### config.mk
export PLATFORM = sky130hd
export DESIGN_NAME = lbus_strobe_timer
export DESIGN_NICKNAME = d
export VERILOG_FILES = /design/src/rtl/lbst_pkg.sv /design/src/rtl/lbst_cfg.sv /design/src/rtl/lbst_seq.sv /design/src/rtl/lbst_window.sv /design/src/rtl/lbus_strobe_timer.sv
export SDC_FILE = /design/constraint.sdc
export NUM_CORES = 1
export LEC_CHECK = 0
export ABC_AREA = 0
export BUFFER_PORTS_ARGS = -buffer_cell sky130_fd_sc_hd__buf_4
export CAP_MARGIN = 20
export CORE_MARGIN = 2
export CORE_UTILIZATION = 50
export CTS_BUF_LIST = sky130_fd_sc_hd__clkbuf_16
export DETAILED_ROUTE_END_ITERATION = 10
export GPL_TIMING_DRIVEN = 1
export PLACE_DENSITY = 0.84
export SLEW_MARGIN = 10
export SYNTH_ARGS = -nofsm -noshare
export SYNTH_HDL_FRONTEND = slang
export SYNTH_SLANG_ARGS = --single-unit
### constraint.sdc
create_clock -name clk -period 3 [get_ports clk]
set_input_delay 0 -clock clk [delete_from_list [all_inputs] [get_ports clk]]
set_output_delay 0 -clock clk [all_outputs]
set_load 0.05 [all_outputs]
### src/rtl/lbst_pkg.sv
`timescale 1ns/1ps
package lbst_pkg;
  localparam int FIELD_W = 4;
  localparam int CFG_W   = 6 * FIELD_W;
  localparam int TICK_W  = FIELD_W + 1;

  // Packed from the top bit down: read strobe end/start, write cs end/start, read cs end/start
  typedef struct packed {
    logic [FIELD_W-1:0] rd_off;
    logic [FIELD_W-1:0] rd_on;
    logic [FIELD_W-1:0] wcs_off;
    logic [FIELD_W-1:0] wcs_on;
    logic [FIELD_W-1:0] rcs_off;
    logic [FIELD_W-1:0] rcs_on;
  } lbst_cfg_t;

  function automatic lbst_cfg_t cfg_default(input bit alt);
    lbst_cfg_t c;
    c.rcs_on  = FIELD_W'(0);
    c.rcs_off = alt ? FIELD_W'(2) : FIELD_W'(3);
    c.wcs_on  = FIELD_W'(0);
    c.wcs_off = FIELD_W'(2);
    c.rd_on   = alt ? FIELD_W'(1) : FIELD_W'(0);
    c.rd_off  = alt ? FIELD_W'(2) : FIELD_W'(3);
    return c;
  endfunction

  // Is the offset (tick-1) inside the half-open window [t_on, t_off)?
  function automatic logic win_on(input logic [FIELD_W-1:0] t_on,
                                  input logic [FIELD_W-1:0] t_off,
                                  input logic [TICK_W-1:0]  tick);
    logic [TICK_W-1:0] off;
    off = tick - TICK_W'(1);
    return (tick != '0) && (off >= TICK_W'(t_on)) && (off < TICK_W'(t_off));
  endfunction

  // Tick on which the access ends and done is raised
  function automatic logic [TICK_W-1:0] last_tick(input lbst_cfg_t c,
                                                  input logic moto,
                                                  input logic wr);
    logic [FIELD_W-1:0] m;
    if (wr)        m = c.wcs_off;
    else if (moto) m = c.rd_off;
    else           m = (c.rcs_off > c.rd_off) ? c.rcs_off : c.rd_off;
    return TICK_W'(m) + TICK_W'(2);
  endfunction
endpackage

### src/rtl/lbst_cfg.sv
`timescale 1ns/1ps
module lbst_cfg
  import lbst_pkg::*;
#(
  parameter bit ALT_PROFILE = 1'b0
) (
  input  logic             clk,
  input  logic             rst_n,
  input  logic             busy,
  input  logic             we,
  input  logic [CFG_W-1:0] wdata,
  output lbst_cfg_t        cfg
);
  lbst_cfg_t cfg_q;
  logic      take;

  assign take = we && !busy;

  always_ff @(posedge clk or negedge rst_n) begin
    if (!rst_n)    cfg_q <= cfg_default(ALT_PROFILE);
    else if (take) cfg_q <= lbst_cfg_t'(wdata);
  end

  assign cfg = cfg_q;

  // the counts stay frozen across an access
  p_cfg_frozen_r9: assert property (@(posedge clk) disable iff (!rst_n)
    busy |=> $stable(cfg_q));
  // an idle write lands on the next edge
  p_cfg_load_r9: assert property (@(posedge clk) disable iff (!rst_n)
    (we && !busy) |=> (cfg_q == $past(wdata)));
endmodule

### src/rtl/lbst_seq.sv
`timescale 1ns/1ps
module lbst_seq
  import lbst_pkg::*;
(
  input  logic              clk,
  input  logic              rst_n,
  input  logic              req_n,
  input  logic              moto_in,
  input  logic              wr_in,
  input  lbst_cfg_t         cfg,
  output logic              busy,
  output logic              start,
  output logic [TICK_W-1:0] tick,
  output logic              op_moto,
  output logic              op_wr,
  output logic              done
);
  logic              req_q;
  logic [TICK_W-1:0] end_tick;

  assign end_tick = last_tick(cfg, op_moto, op_wr);
  assign start    = !busy && !req_n && req_q;
  assign done     = busy && (tick == end_tick);

  always_ff @(posedge clk or negedge rst_n) begin
    if (!rst_n) req_q <= 1'b1;
    else        req_q <= req_n;
  end

  always_ff @(posedge clk or negedge rst_n) begin
    if (!rst_n) begin
      busy    <= 1'b0;
      tick    <= '0;
      op_moto <= 1'b0;
      op_wr   <= 1'b0;
    end else if (start) begin
      busy    <= 1'b1;
      tick    <= '0;
      op_moto <= moto_in;
      op_wr   <= wr_in;
    end else if (busy) begin
      if (done) busy <= 1'b0;
      else      tick <= tick + TICK_W'(1);
    end
  end

  // a start leads to tick 0 on the next cycle
  p_start_tick0_r2: assert property (@(posedge clk) disable iff (!rst_n)
    start |=> (busy && tick == '0));
  // done lasts one cycle and returns the block to idle
  p_done_single_r8: assert property (@(posedge clk) disable iff (!rst_n)
    done |=> (!done && !busy));
  // the counter never runs past the end tick
  p_tick_bound_r8: assert property (@(posedge clk) disable iff (!rst_n)
    busy |-> (tick <= end_tick));
  // a request held low from the previous cycle never starts an access
  p_held_low_r11: assert property (@(posedge clk) disable iff (!rst_n)
    ($past(!req_n) && !req_n) |-> !start);
endmodule

### src/rtl/lbst_window.sv
`timescale 1ns/1ps
module lbst_window
  import lbst_pkg::*;
#(
  parameter int LANES = 1
) (
  input  logic               clk,
  input  logic               rst_n,
  input  logic               busy,
  input  logic               gate,
  input  logic [LANES-1:0]   lane_sel,
  input  logic [FIELD_W-1:0] t_on,
  input  logic [FIELD_W-1:0] t_off,
  input  logic [TICK_W-1:0]  tick,
  output logic [LANES-1:0]   line_n
);
  logic hit;

  assign hit = busy && gate && win_on(t_on, t_off, tick);

  for (genvar g = 0; g < LANES; g++) begin : g_lane
    assign line_n[g] = !(hit && lane_sel[g]);
  end

  // an empty or inverted window keeps every lane high
  p_empty_window_r7: assert property (@(posedge clk) disable iff (!rst_n)
    (t_off <= t_on) |-> (&line_n));
  // nothing drives low while idle
  p_idle_high_r8: assert property (@(posedge clk) disable iff (!rst_n)
    !busy |-> (&line_n));
endmodule

### src/rtl/lbus_strobe_timer.sv
`timescale 1ns/1ps
module lbus_strobe_timer
  import lbst_pkg::*;
#(
  parameter int NUM_CS      = 4,
  parameter int NUM_DS      = 4,
  parameter bit ALT_PROFILE = 1'b0
) (
  input  logic              clk,
  input  logic              rst_n,
  input  logic              req_n,
  input  logic              moto_mode,
  input  logic              wr_op,
  input  logic [NUM_CS-1:0] cs_sel,
  input  logic [NUM_DS-1:0] lane_en,
  input  logic              cfg_we,
  input  logic [CFG_W-1:0]  cfg_wdata,
  output logic [NUM_CS-1:0] cs_n,
  output logic              rd_n,
  output logic [NUM_DS-1:0] ds_n,
  output logic              rnw,
  output logic              done
);
  lbst_cfg_t          cfg;
  logic               busy, start, op_moto, op_wr;
  logic [TICK_W-1:0]  tick;
  logic [NUM_CS-1:0]  cs_sel_q;
  logic [NUM_DS-1:0]  lane_q;
  logic [FIELD_W-1:0] cs_on, cs_off;
  logic               rd_line, rnw_line;

  lbst_cfg #(.ALT_PROFILE(ALT_PROFILE)) u_cfg (
    .clk(clk), .rst_n(rst_n), .busy(busy), .we(cfg_we), .wdata(cfg_wdata), .cfg(cfg)
  );

  lbst_seq u_seq (
    .clk(clk), .rst_n(rst_n), .req_n(req_n), .moto_in(moto_mode), .wr_in(wr_op),
    .cfg(cfg), .busy(busy), .start(start), .tick(tick),
    .op_moto(op_moto), .op_wr(op_wr), .done(done)
  );

  always_ff @(posedge clk or negedge rst_n) begin
    if (!rst_n) begin
      cs_sel_q <= '0;
      lane_q   <= '0;
    end else if (start) begin
      cs_sel_q <= cs_sel;
      lane_q   <= lane_en;
    end
  end

  assign cs_on  = op_wr ? cfg.wcs_on  : cfg.rcs_on;
  assign cs_off = op_wr ? cfg.wcs_off : cfg.rcs_off;

  lbst_window #(.LANES(NUM_CS)) u_cs (
    .clk(clk), .rst_n(rst_n), .busy(busy), .gate(!op_moto), .lane_sel(cs_sel_q),
    .t_on(cs_on), .t_off(cs_off), .tick(tick), .line_n(cs_n)
  );

  lbst_window #(.LANES(1)) u_rd (
    .clk(clk), .rst_n(rst_n), .busy(busy), .gate(!op_moto && !op_wr), .lane_sel(1'b1),
    .t_on(cfg.rd_on), .t_off(cfg.rd_off), .tick(tick), .line_n(rd_line)
  );

  lbst_window #(.LANES(NUM_DS)) u_ds (
    .clk(clk), .rst_n(rst_n), .busy(busy), .gate(op_moto && !op_wr), .lane_sel(lane_q),
    .t_on(cfg.rd_on), .t_off(cfg.rd_off), .tick(tick), .line_n(ds_n)
  );

  lbst_window #(.LANES(1)) u_rnw (
    .clk(clk), .rst_n(rst_n), .busy(busy), .gate(op_moto && op_wr), .lane_sel(1'b1),
    .t_on(FIELD_W'(0)), .t_off(cfg.wcs_off), .tick(tick), .line_n(rnw_line)
  );

  assign rd_n = rd_line;
  assign rnw  = rnw_line;

  // the direction-line style never touches the chip selects or the read strobe
  p_moto_cs_quiet_r5: assert property (@(posedge clk) disable iff (!rst_n)
    (busy && op_moto) |-> ((&cs_n) && rd_n));
  // the separate-strobe style leaves the data strobes and direction line idle
  p_intel_ds_quiet_r3: assert property (@(posedge clk) disable iff (!rst_n)
    (busy && !op_moto) |-> ((&ds_n) && rnw));
  // reads keep the direction line high
  p_read_rnw_high_r6: assert property (@(posedge clk) disable iff (!rst_n)
    (busy && !op_wr) |-> rnw);
  // writes never pulse the read strobes
  p_write_no_read_r4: assert property (@(posedge clk) disable iff (!rst_n)
    (busy && op_wr) |-> (rd_n && (&ds_n)));
  // idle outputs are all inactive
  p_idle_outputs_r1: assert property (@(posedge clk) disable iff (!rst_n)
    !busy |-> ((&cs_n) && rd_n && (&ds_n) && rnw && !done));
endmodule

* Word level (Yosys, flattened, before mapping) *
Cells that the tools add are included.

word-level totals
  output and inout bits = 11
  bits in registers = 41
  logic and storage cells = 82

operators by class
  reductions and logical operators = 46
  add/subtract/negate cells = 3
  muxes and demuxes = 11
  $lt $le $gt $ge = 7
  eq/ne operators = 2

operators with widths
  cell                   number
  $logic_and A1 B1 Y1    29
  $mux W4                5
  $lt A5 B4 Y1           3
  $mux W5                3
  $logic_not A1 Y1       14
  $ge A5 B4 Y1           2
  $add A4 B2 Y5 const B  1
  $add A5 B1 Y5 const B  1
  $eq A5 B5 Y1           1
  $ge A5 B1 Y1 const B   1
  $reduce_bool A5 Y1     1
  $sub A5 B1 Y5 const B  1
  $gt A4 B4 Y1           1
  $mux W1                3
  $ne A2 B1 Y1 const B   1
  $reduce_and A2 Y1      1
  $reduce_bool A2 Y1     1

* Longest topological paths before layout *
Gate-level depths: netlist (run 1).

  depth in word-level cells = 10
  gate-level depth with buffers = 13

* Modules after synthesis *
A second synthesis (run 1) with hierarchy kept.

unflattened totals
  cells, all modules = 316
  area total of the unflattened synthesis = 3383.2 sq um

modules (own cells, without submodules)
  module                  cells an instance  sequential area each (sq um)  times used  area an instance (sq um)
  lbst_cfg                52                 606.8                         1           1017.2
  lbst_seq                98                 226.5                         1           829.5
  lbst_window (u_cs ...)  35                 0.0                           2           296.5
  lbst_window (u_rd ...)  32                 0.0                           2           241.5
  lbus_strobe_timer       32                 200.2                         1           460.4

* Least setup slack after synthesis (run 1) *
OpenSTA, ideal clock, no wires.

  kind = reg-to-output
  start = register u_cfg.cfg_q (netlist bit u_cfg.cfg[21])
  end = output port done
  stages on the path, launching flop included = 13
  required time = 3.000 ns
  setup slack = -0.747 ns
  buffers on the path = 0
  arrival time = 3.747 ns
  path through = dfstp_2 -> inv_1 -> ha_1 -> nor2b_1 -> o211ai_1 -> a21bo_2 -> a311oi_1 -> inv_1 -> ha_1 -> xnor2_1 -> xnor2_1 -> nand3_2 -> nor3b_1

between the ends
  cells in the longest elaborated chain, start to end = 7

RTL lines
  element                  line                     RTL
  start, declared          lbst_cfg.sv:14           lbst_cfg_t cfg_q;
  start signal, assigned   lbst_cfg.sv:20           if (!rst_n) cfg_q <= cfg_default(ALT_PROFILE);
  start signal, assigned   lbst_cfg.sv:21           else if (take) cfg_q <= lbst_cfg_t'(wdata);
  $gt A4 B4 Y1             lbst_pkg.sv:44           else m = (c.rcs_off > c.rd_off) ? c.rcs_off : c.rd_off;
  $mux W4                  lbst_pkg.sv:44
  $mux W4 (*)              lbst_pkg.sv:43           else if (moto) m = c.rd_off;
  $mux W4 (*)              lbst_pkg.sv:42           if (wr) m = c.wcs_off;
  $add A4 B2 Y5 (*)        lbst_pkg.sv:45           return TICK_W'(m) + TICK_W'(2);
  $eq A5 B5 Y1 (*)         lbst_seq.sv:23           assign done = busy && (tick == end_tick);
  $logic_and A1 B1 Y1 (*)  lbst_seq.sv:23
  end, declared            lbus_strobe_timer.sv:22  output logic done

Every way passes the cells marked *; elsewhere a longest branch is shown, timed or not.

* Final worst setup path (run 1) *
Ends and elaborated chain as after synthesis.

==> results of run 1 <==
worst max-delay path by stage:
stage               cells past startpoint             to  slack, ns
floorplan                              12           done       0.02
global placement                       13  u_seq.tick[3]       0.07
detailed placement                     13  u_seq.tick[3]      -0.04
CTS                                    13           done     -0.007
global route                           14  u_seq.tick[0]      -0.18
finish                                 13           done      -0.08
registers in the layout, indices dropped and copies added, names as in the netlist:
signal         cells
u_seq.busy         1
u_cfg.cfg         24
u_seq.req_q        1
u_seq.op_wr        1
u_seq.op_moto      1
cs_sel_q           4
lane_q             4
u_seq.tick         5
cell usage after synthesis:
cell type,n,area (um2)
buf_2,1,5.00
nor2b_1,8,50.1
o211ai_1,1,7.51
nor4_1,1,6.26
a221oi_1,1,8.76
mux2_2,15,169
a21o_1,5,37.5
o21ai_1,1,5.00
and3_1,1,6.26
mux2i_1,9,90.1
inv_1,15,56.3
nor3_1,3,15.0
o21ai_0,17,85.1
o21ai_4,1,16.3
nor2_1,8,30.0
a41oi_2,1,16.3
a21bo_2,1,10.0
nand2_1,65,244
ha_1,24,300
a311o_1,1,10.0
nand3_1,1,5.00
dfrtp_1,35,876
xor2_1,3,26.3
o31a_4,1,17.5
nand2b_1,2,12.5
a21oi_1,11,55.1
nand3b_1,2,15.0
dfstp_2,6,158
and2_1,2,12.5
nor4b_1,1,8.76
o211ai_2,1,12.5
nand3_2,1,10.0
a21boi_0,1,7.51
clkbuf_1,9,33.8
xnor2_1,5,43.8
a311oi_1,2,17.5
nor3b_1,1,7.51
metrics by stage:
stage,cell area (um2),utilization
after floorplan,2520,-
after global placement,3000,0.630
after detailed placement,3000,0.630
after CTS,3550,0.747
after global routing,3580,0.752
final,3580,0.752
critical path: stages (launching register included):
cell and delay [ns]:
dfstp_2 0.55, inv_2 0.06, ha_4 0.26, nor2b_4 0.12, o211ai_1 0.12, a21bo_2 0.25, a311oi_2 0.31, inv_1 0.08
ha_2 0.20, xnor2_2 0.13, xnor2_1 0.17, nand3_2 0.13, nor3b_4 0.22, buf_6 0.18
placed cells by master (no fill, tap or decap), drive strengths merged, types with 3 or more instances in the layout:
master | synthesis | final
nand2 | 65 | 65
buf | 1 | 63
dlygate4sd3 | 0 | 36
dfrtp | 35 | 35
ha | 24 | 24
o21ai | 19 | 19
inv | 15 | 16
mux2 | 15 | 15
a21oi | 11 | 11
mux2i | 9 | 9
nor2 | 8 | 8
nor2b | 8 | 8
dfstp | 6 | 6
a21o | 5 | 5
clkbuf | 9 | 5
xnor2 | 5 | 5
xor2 | 3 | 3
nor3 | 3 | 3
metal layers:
metal | global-route usage | vias to the layer above
li1 | - | 1079
met1 | 0.322 | 1140
met2 | 0.473 | 105
met3 | 0.0556 | 22
met4 | 0.101 | 0
met5 | 0 | -
timing repair:
action | 4_1_cts | 5_1_grt
hold buffers | 36 | 0
hold endpoints to repair | 70 | 0
buffers inserted | 5 | 1
gates cloned | 0 | 0
pin swaps | 7 | 7
endpoints found under the setup margin | 4 | 7
gates resized for setup | 5 | 4
area by class of cell:
class	instances	area [um2]
clock buffers	5	125
inverters	15	56.3
repair buffers	99	841
flip-flops and latches	41	1030
clock inverters	3	13.8
multi-input cells	197	1420
well taps	67	83.8
fillers	321	1180
where the power goes:
group          switching, mW  internal [mW]  total [mW]
combinational           1.48           1.32        2.80
clock                  0.213          0.302       0.515
sequential             0.265          0.847        1.11
kinds of logic (layout without fill, tap and decap cells):
logic type,after synthesis,count (layout),synth area share
simple gates,96,96,0.170
compound gates,45,45,0.123
flops,41,41,0.415
buf+inv,25,122,0.0382
fa+ha+maj,24,24,0.121
mux,24,24,0.104
xor+xnor,8,8,0.0282
==> results by group, run 1 <==
Worst setup path
  – Crit-path max FO: 4
  – Crit path arrival time: approximately 3.1 ns
  – Startpoint Class: register
  – Critical path data required time: ~3.0 ns
  – FF-to-FF Start: u_cfg.cfg[21]
  – R2R Setup Slk: -0.05 ns
  – Depth of the most critical reg-to-reg path: 14
  – Critical path capture point type: primary output
  – FF-to-FF End: u_seq.tick[0]
  – Critical path class: reg2out
  – Critical Path Start: u_cfg.cfg[21]

STA
  – Skew final: 0.00596 ns
  – RSZ-0062 raised after global routing: true
  – Setup Total Neg Slack: -0.159 ns
  – Slew margin rel.: 0.647
  – Hold Fails Final Rpt: 0
  – Min cycle time layout: 3.08 ns
  – Slew Limit Fails: 0
  – Final period util: 1.03
  – Worst hold margin: ~0.23 ns
  – # setup viols final: 3
  – Setup ws final: -0.0763 ns
  – Fmax: ~0.33 GHz
  – Worst-Margin Slew: around 0.53 ns

Routing
  – Met2 wire len: 3670 um
  – DRC violations left: 0
  – Top Layer Used: met4
  – DRT met1 WL: 2700 um
  – DRT iter0 DRCs: between 200 and 250
  – Wire length per cell: ~16 um
  – Post-route ant nets: 0
  – DR vias: about 2,300
  – Drt pass-1 iters: 5
  – DR vias/cell: ~5.5
  – DR WL met3: between 300 and 400 um
  – Final wirelength: approximately 7000 um

Min path
  – HP Class: in2async

Synthesis
  – #FFs+latches synth: between 40 and 50
  – Seq/Total Area, Yosys: 0.415
  – Syn_nets: roughly 330
  – Mapped Cells: about 260
  – Ys Warns: 0
  – Post-synthesis area per instance: about 9.5 um2
  – Synth cell types: 37
  – Area of the mapped netlist: 2490 um2

Run status
  – Failing checks: negative setup slack
  – Status: finished with violations

Placed design
  – DP Wirelength: 3940 um
  – Placed insts: 377
  – Port buffer count: 48
  – Setup WS pre-CTS: -0.0443 ns
  – Gpl congestion: ~0.89

Clock network
  – CTS root buf: clkbuf_16
  – Clock latency on the worst-skew pair: approximately 0.28 ns
  – Clock buffer depth: 2
  – CTS H-Tree Depth: 2
  – Clk sinks: 41
  – CTS tree: built
  – CTS Buf Count: 5
  – Clock transition at path regs: around 0.06 ns

Die
  – Row count: 25
  – Die X: about 75 um
  – Vert. Die Dim: around 75 um
  – Die area: about 5600 um2
  – Initial Util: 0.523
  – I/O Pins: slightly below 50
  – Core area: roughly 4800 um2

Global routing
  – Largest net degree at the start of global routing: 42
  – GR Overflow Total: 0
  – Vias in the first global route: approximately 2,400
  – First-pass GRT wire length: ~11,000 um
  – Tot GR Track Use: 0.268
  – Initial antenna violation count: 0

Power and ir drop
  – Overall power: between 4 and 5 mW
  – Maximum vdd ir drop: about 0.59 mV
  – Pleak: around 1.7 nW
  – Pwr/cell area: about 1200 nW/um2

Job
  – Number of max-cap violations: 0

Cells and area
  – Final #Nets: approximately 420
  – Diode count: 0
  – Area delta synth->final: 43.8%
  – Final cell count without fillers: ~430
  – Layout cells sized above 1: 0.300
Power figures use the tool's default switching activity.
==> run 2: changes to the inputs <==
Settings changed: PLACE_DENSITY 0.84 to unset, PLACE_DENSITY_LB_ADDON set to 0.15.
==> results by group, run 2 (synthesized netlist as in run 1, its figures left out) <==
Worst setup path
  – Critical path, cell by cell: inv_2, ha_4, nor2b_1, o211ai_1, a21bo_2, a311oi_2, inv_1, ha_2, xnor2_2, xnor2_1, nand3_2, nor3b_4, buf_6 (was inv_2, ha_4, nor2b_4, o211ai_1, a21bo_2, a311oi_2, inv_1, ha_2, xnor2_2, xnor2_1, nand3_2, nor3b_4, buf_6)
  – Critical path's top delay family: compound AO/OA/AOI/OAI gates (unchanged)
  – Crit path arrival time: 3.16 ns (was 3.08 ns)
  – Startpoint Class: register (unchanged)
  – Critical path capture point type: primary output (unchanged)
  – Crit-path max FO: 4 (unchanged)
  – Critical path data required time: 3.00 ns (about the same)
  – Critical path class: reg2out (unchanged)
  – Critical Path Slowest Stage Cell: dfstp_2 (unchanged)
  – Slowest stage delay, CP: 0.54 ns (was 0.55 ns)
  – Crit path buf inv count: 3 (unchanged)

Cells and area
  – Layout cells sized above 1: 0.298 (was 0.300)
  – Most frequent cells in the layout: 65 x nand2_1, 63 x buf_4, 36 x dlygate4sd3_1 (was 65 x nand2_1, 61 x buf_4, 36 x dlygate4sd3_1)
  – Final cell count without fillers: 429 (was 427)
  – Max FFs per register: 24 (unchanged)
  – Final #Nets: 423 (was 421)
  – Post-route cell area: 3580 um2 (unchanged)
  – Area delta synth->final: 43.8% (unchanged)
  – Diode count: 0 (unchanged)
  – Post-layout util: 0.752 (unchanged)
  – Most common cell after layout, fill and taps aside: nand2_1 (unchanged)

Global routing
  – First-pass GRT wire length: 10,200 um (was 11,200 um)
  – Initial antenna violation count: 0 (unchanged)
  – Busiest grt layer: met2 (unchanged)
  – Vias in the first global route: 2,214 (was 2,390)
  – GR Overflow Total: 0 (unchanged)
  – Grt met1 use: 0.318 (was 0.322)
  – M3 GR Usage: 0.0515 (was 0.0556)
  – Tot GR Track Use: 0.247 (was 0.268)
  – Largest net degree at the start of global routing: 42 (unchanged)
  – Met2 usage: 0.406 (was 0.473)

Clock network
  – CTS Buf Count: 5 (unchanged)
  – Clock buffer depth: 2 (unchanged)
  – CTS root buf: clkbuf_16 (unchanged)
  – Clk sinks: 41 (unchanged)
  – Clock transition at path regs: 0.06 ns (about the same)
  – CTS tree: built (unchanged)
  – Clock latency on the worst-skew pair: 0.28 ns (about the same)
  – CTS H-Tree Depth: 2 (unchanged)

STA
  – Skew final: 0.00665 ns (was 0.00596 ns)
  – Min cycle time layout: 3.16 ns (was 3.08 ns)
  – Slew margin rel.: 0.642 (was 0.647)
  – RSZ-0062 raised after global routing: true (unchanged)
  – Setup Total Neg Slack: -0.567 ns (was -0.159 ns)
  – Final period util: 1.05 (was 1.03)
  – Worst hold margin: 0.242 ns (was 0.230 ns)
  – Slew Limit Fails: 0 (unchanged)
  – Hold Fails Final Rpt: 0 (unchanged)
  – Setup ws final: -0.161 ns (was -0.0763 ns)
  – Fmax: 0.316 GHz (was 0.325 GHz)
  – Worst-Margin Slew: 0.537 ns (was 0.528 ns)
  – # setup viols final: 7 (was 3)

Die
  – Die X: 74.5 um (unchanged)
  – Core area: 4750 um2 (unchanged)
  – Die area: 5550 um2 (unchanged)
  – Vert. Die Dim: 74.5 um (unchanged)
  – Row count: 25 (unchanged)
  – Initial Util: 0.523 (unchanged)
  – I/O Pins: 49 (unchanged)

Run status
  – Status: finished with violations (unchanged)
  – Failing checks: negative setup slack (unchanged)

Placed design
  – Port buffer count: 48 (unchanged)
  – DP Wirelength: 4020 um (was 3940 um)
  – DP Area: 3000 um2 (unchanged)
  – Setup WS pre-CTS: -0.110 ns (was -0.0443 ns)
  – Placed insts: 377 (unchanged)
  – Gpl congestion: 0.867 (was 0.890)

Routing
  – DR vias/cell: 5.08 (was 5.49)
  – Wire length per cell: 14.4 um (was 16.2 um)
  – Post-route ant nets: 0 (unchanged)
  – DRC violations left: 0 (unchanged)
  – Final wirelength: 6200 um (was 6930 um)
  – DRT iter0 DRCs: 183 (was 215)
  – DR vias: 2,178 (was 2,346)
  – Drt pass-1 iters: 4 (was 5)

Min path
  – HP Class: in2async (unchanged)

Power and ir drop
  – Pwr/cell area: 1200 nW/um2 (was 1240 nW/um2)
  – Pleak: 1.72 nW (about the same)
  – Overall power: 4.30 mW (was 4.43 mW)
  – Maximum vdd ir drop: 0.618 mV (was 0.585 mV)

Job
  – Number of max-cap violations: 0 (unchanged)
## run 2: power breakdown
part           switching [mW]  total (mW)  internal [mW]
registers               0.248        1.10          0.848
logic                    1.38        2.69           1.30
clock network           0.212       0.515          0.302
total                    1.85        4.30           2.45
## run 2: path summary, 6_finish.rpt
path                                from             to  slack (ns)  cells past startpoint
setup reg to reg           u_cfg.cfg[21]  u_seq.tick[2]       -0.11                     14
hold / removal                     rst_n  u_cfg.cfg[23]        0.24                      2
setup / recovery           u_cfg.cfg[21]           done       -0.16                     13
min in group clk                  cfg_we   u_cfg.cfg[6]        0.28                      3
hold reg to reg              cs_sel_q[3]    cs_sel_q[3]        0.47                      2
max in group asynchronous          rst_n    u_seq.req_q        2.37                      2
## run 2: routing by layer
metal	vias up	part of all wire
met5	-	0
met4	0	0.023
met3	14	0.045
met2	69	0.50
met1	1014	0.43
li1	1081	-
## run 2: cell type report
cell class / instances / area, um2
fill: 353 / 1180
inverter: 15 / 56.3
tap: 67 / 83.8
clock buffer: 5 / 125
timing repair buffer: 101 / 856
clock inverter: 3 / 13.8
multi-input combinational: 197 / 1410
sequential: 41 / 1030
## run 2: what timing repair did
item,CTS,global route
hold endpoints to repair,70,0
cloned,0,0
hold buffers,36,0
buffers inserted,7,1
endpoints found under the setup margin,6,7
pin swaps,8,8
resized for setup,4,3
## run 2: worst register-to-register path: cells and delay by family, from the launching register on
family                   cells  cell delay [ns]
AND/OR/NAND/NOR              2             0.28
buffers and inverters        3             0.31
flip-flops                   1             0.54
multiplexers                 1             0.23
XOR/XNOR                     2             0.36
AO/OA/AOI/OAI                4             0.87
adder cells (fa/ha/maj)      2             0.46
==> run 3: changes to the inputs <==
Settings changed: CORE_ASPECT_RATIO set to 1.1, TNS_END_PERCENT set to 30.
==> results by group, run 3 (synthesized netlist as in run 1, its figures left out) <==
Run status
  – Status: finished with violations (unchanged)
  – Failing checks: negative setup slack (unchanged)

Power and ir drop
  – Switch share: 0.433 (was 0.429)
  – Combinational power share: 0.623 (was 0.625)
  – Overall power: 4.26 mW (was 4.30 mW)
  – Sequential power share: 0.257 (was 0.255)
  – Pwr/cell area: 1200 nW/um2 (about the same)
  – Clock network power share: 0.119 (was 0.120)
  – P_int: 2.41 mW (was 2.45 mW)
  – Sw Pwr: 1.84 mW (was 1.85 mW)
  – Pleak: 1.72 nW (about the same)
  – Maximum vdd ir drop: 0.607 mV (was 0.618 mV)

Placed design
  – Placed insts: 367 (was 377)
  – Setup WS pre-CTS: -0.0897 ns (was -0.110 ns)
  – Gpl congestion: 0.881 (was 0.867)
  – DP Wirelength: 4050 um (was 4020 um)
  – Port buffer count: 48 (unchanged)

Clock network
  – Clock transition at path regs: 0.06 ns (about the same)
  – CTS root buf: clkbuf_16 (unchanged)
  – CTS Buf Count: 5 (unchanged)
  – CTS H-Tree Depth: 2 (unchanged)
  – Clock latency on the worst-skew pair: 0.28 ns (about the same)
  – Clock buffer depth: 2 (unchanged)
  – CTS tree: built (unchanged)
  – Clk sinks: 41 (unchanged)

Global routing
  – Tot GR Track Use: 0.238 (was 0.247)
  – First-pass GRT wire length: 10,400 um (was 10,200 um)
  – Largest net degree at the start of global routing: 42 (unchanged)
  – GR Overflow Total: 0 (unchanged)
  – Vias in the first global route: 2,257 (was 2,214)
  – Initial antenna violation count: 0 (unchanged)

Routing
  – Drt pass-1 iters: 5 (was 4)
  – DRT iter0 DRCs: 111 (was 183)
  – Wire length per cell: 14.6 um (was 14.4 um)
  – DR vias/cell: 5.26 (was 5.08)
  – DR vias: 2,187 (was 2,178)
  – Final wirelength: 6090 um (was 6200 um)
  – DRC violations left: 0 (unchanged)
  – Post-route ant nets: 0 (unchanged)

Worst setup path
  – Startpoint Class: register (unchanged)
  – Crit-path max FO: 5 (was 4)
  – Critical path data required time: 3.00 ns (about the same)
  – Critical path class: reg2out (unchanged)
  – Critical path capture point type: primary output (unchanged)
  – Crit path arrival time: 3.05 ns (was 3.16 ns)

Cells and area
  – Most frequent cells in the layout: 65 x nand2_1, 61 x buf_4, 36 x dlygate4sd3_1 (was 65 x nand2_1, 63 x buf_4, 36 x dlygate4sd3_1)
  – Area occupied by multi-input gates: 1420 um2 (was 1410 um2)
  – Area delta synth->final: 43.0% (was 43.8%)
  – Layout cells sized above 1: 0.297 (was 0.298)
  – Final cell count without fillers: 416 (was 429)
  – FF/Latch Area: 1030 um2 (unchanged)
  – Most common cell after layout, fill and taps aside: nand2_1 (unchanged)
  – Diode count: 0 (unchanged)
  – Final #Nets: 421 (was 423)
  – Max FFs per register: 24 (unchanged)
  – Filler cells: 335 (was 353)

Die
  – I/O Pins: 49 (unchanged)
  – Row count: 26 (was 25)
  – Core area: 4720 um2 (was 4750 um2)
  – Die X: 71.3 um (was 74.5 um)
  – Initial Util: 0.527 (was 0.523)
  – Die area: 5560 um2 (was 5550 um2)
  – Vert. Die Dim: 78.0 um (was 74.5 um)

STA
  – Worst-Margin Slew: 0.527 ns (was 0.537 ns)
  – Setup ws final: -0.0478 ns (was -0.161 ns)
  – RSZ-0062 raised after global routing: true (unchanged)
  – Final period util: 1.02 (was 1.05)
  – Min cycle time layout: 3.05 ns (was 3.16 ns)
  – Worst hold margin: 0.223 ns (was 0.242 ns)
  – Skew final: 0.00214 ns (was 0.00665 ns)
  – # setup viols final: 1 (was 7)
  – Hold Fails Final Rpt: 0 (unchanged)
  – Slew margin rel.: 0.649 (was 0.642)
  – Slew Limit Fails: 0 (unchanged)
  – Setup Total Neg Slack: -0.0478 ns (was -0.567 ns)
  – Fmax: 0.328 GHz (was 0.316 GHz)

Job
  – Number of max-cap violations: 0 (unchanged)

Min path
  – HP Class: in2async (unchanged)
## run 3: worst max-delay path: stages (launching register included)
cell	delay (ns)
dfstp_2	0.54
inv_2	0.05
ha_4	0.26
nor2b_4	0.12
o211ai_1	0.12
a21bo_2	0.28
a311oi_2	0.27
inv_1	0.07
ha_2	0.20
xnor2_2	0.17
xnor2_1	0.16
nand3_2	0.14
nor3b_4	0.20
buf_6	0.18
## run 3: repair_timing
item / CTS / global route
hold buffers: 36 / 0
setup buffers: 4 / 1
endpoints found under the setup margin: 6 / 7
pin swaps: 8 / 5
endpoints found under the hold margin: 70 / 0
gates resized for setup: 5 / 4
## run 3: area by class of cell
class                   count  area share
clock buffers               5      0.0352
clock inverters             3     0.00387
repair buffers             99       0.236
inverters                  15      0.0158
multi-input cells         197       0.398
well taps                  56      0.0197
flip-flops and latches     41       0.291
## run 3: through the flow
step | area, um2 | util
after floorplan | 2520 | -
after global placement | 2990 | 0.634
after detailed placement | 2990 | 0.634
after CTS | 3530 | 0.749
after global routing | 3560 | 0.754
final | 3560 | 0.754
## run 3: layer usage
layer	up-vias	track usage	wire, um
met5	-	0	0
met4	0	0.0830	78
met3	8	0.0351	239
met2	52	0.419	3190
met1	1045	0.292	2590
li1	1082	-	-
## run 3: path summary, 6_finish.rpt
kind	start	end	slack, ns	depth (start not counted)
min reg2reg	cs_sel_q[1]	cs_sel_q[1]	0.47	2
max in group asynchronous	rst_n	u_seq.req_q	2.38	2
max	u_cfg.cfg[21]	done	-0.05	13
min	rst_n	u_cfg.cfg[23]	0.22	2
min in group clk	cfg_we	u_cfg.cfg[6]	0.27	3
max reg2reg	u_cfg.cfg[21]	u_seq.tick[2]	0.01	14
## run 3: power groups by stage
stage / logic [mW] / clock network [mW] / registers (mW)
detailed placement: 2.41 / 0 / 1.09
global placement: 2.35 / 0 / 1.09
floorplan: 1.86 / 0 / 0.990
global route: 2.97 / 0.550 / 1.13
finish: 2.65 / 0.509 / 1.10
CTS: 2.60 / 0.523 / 1.09
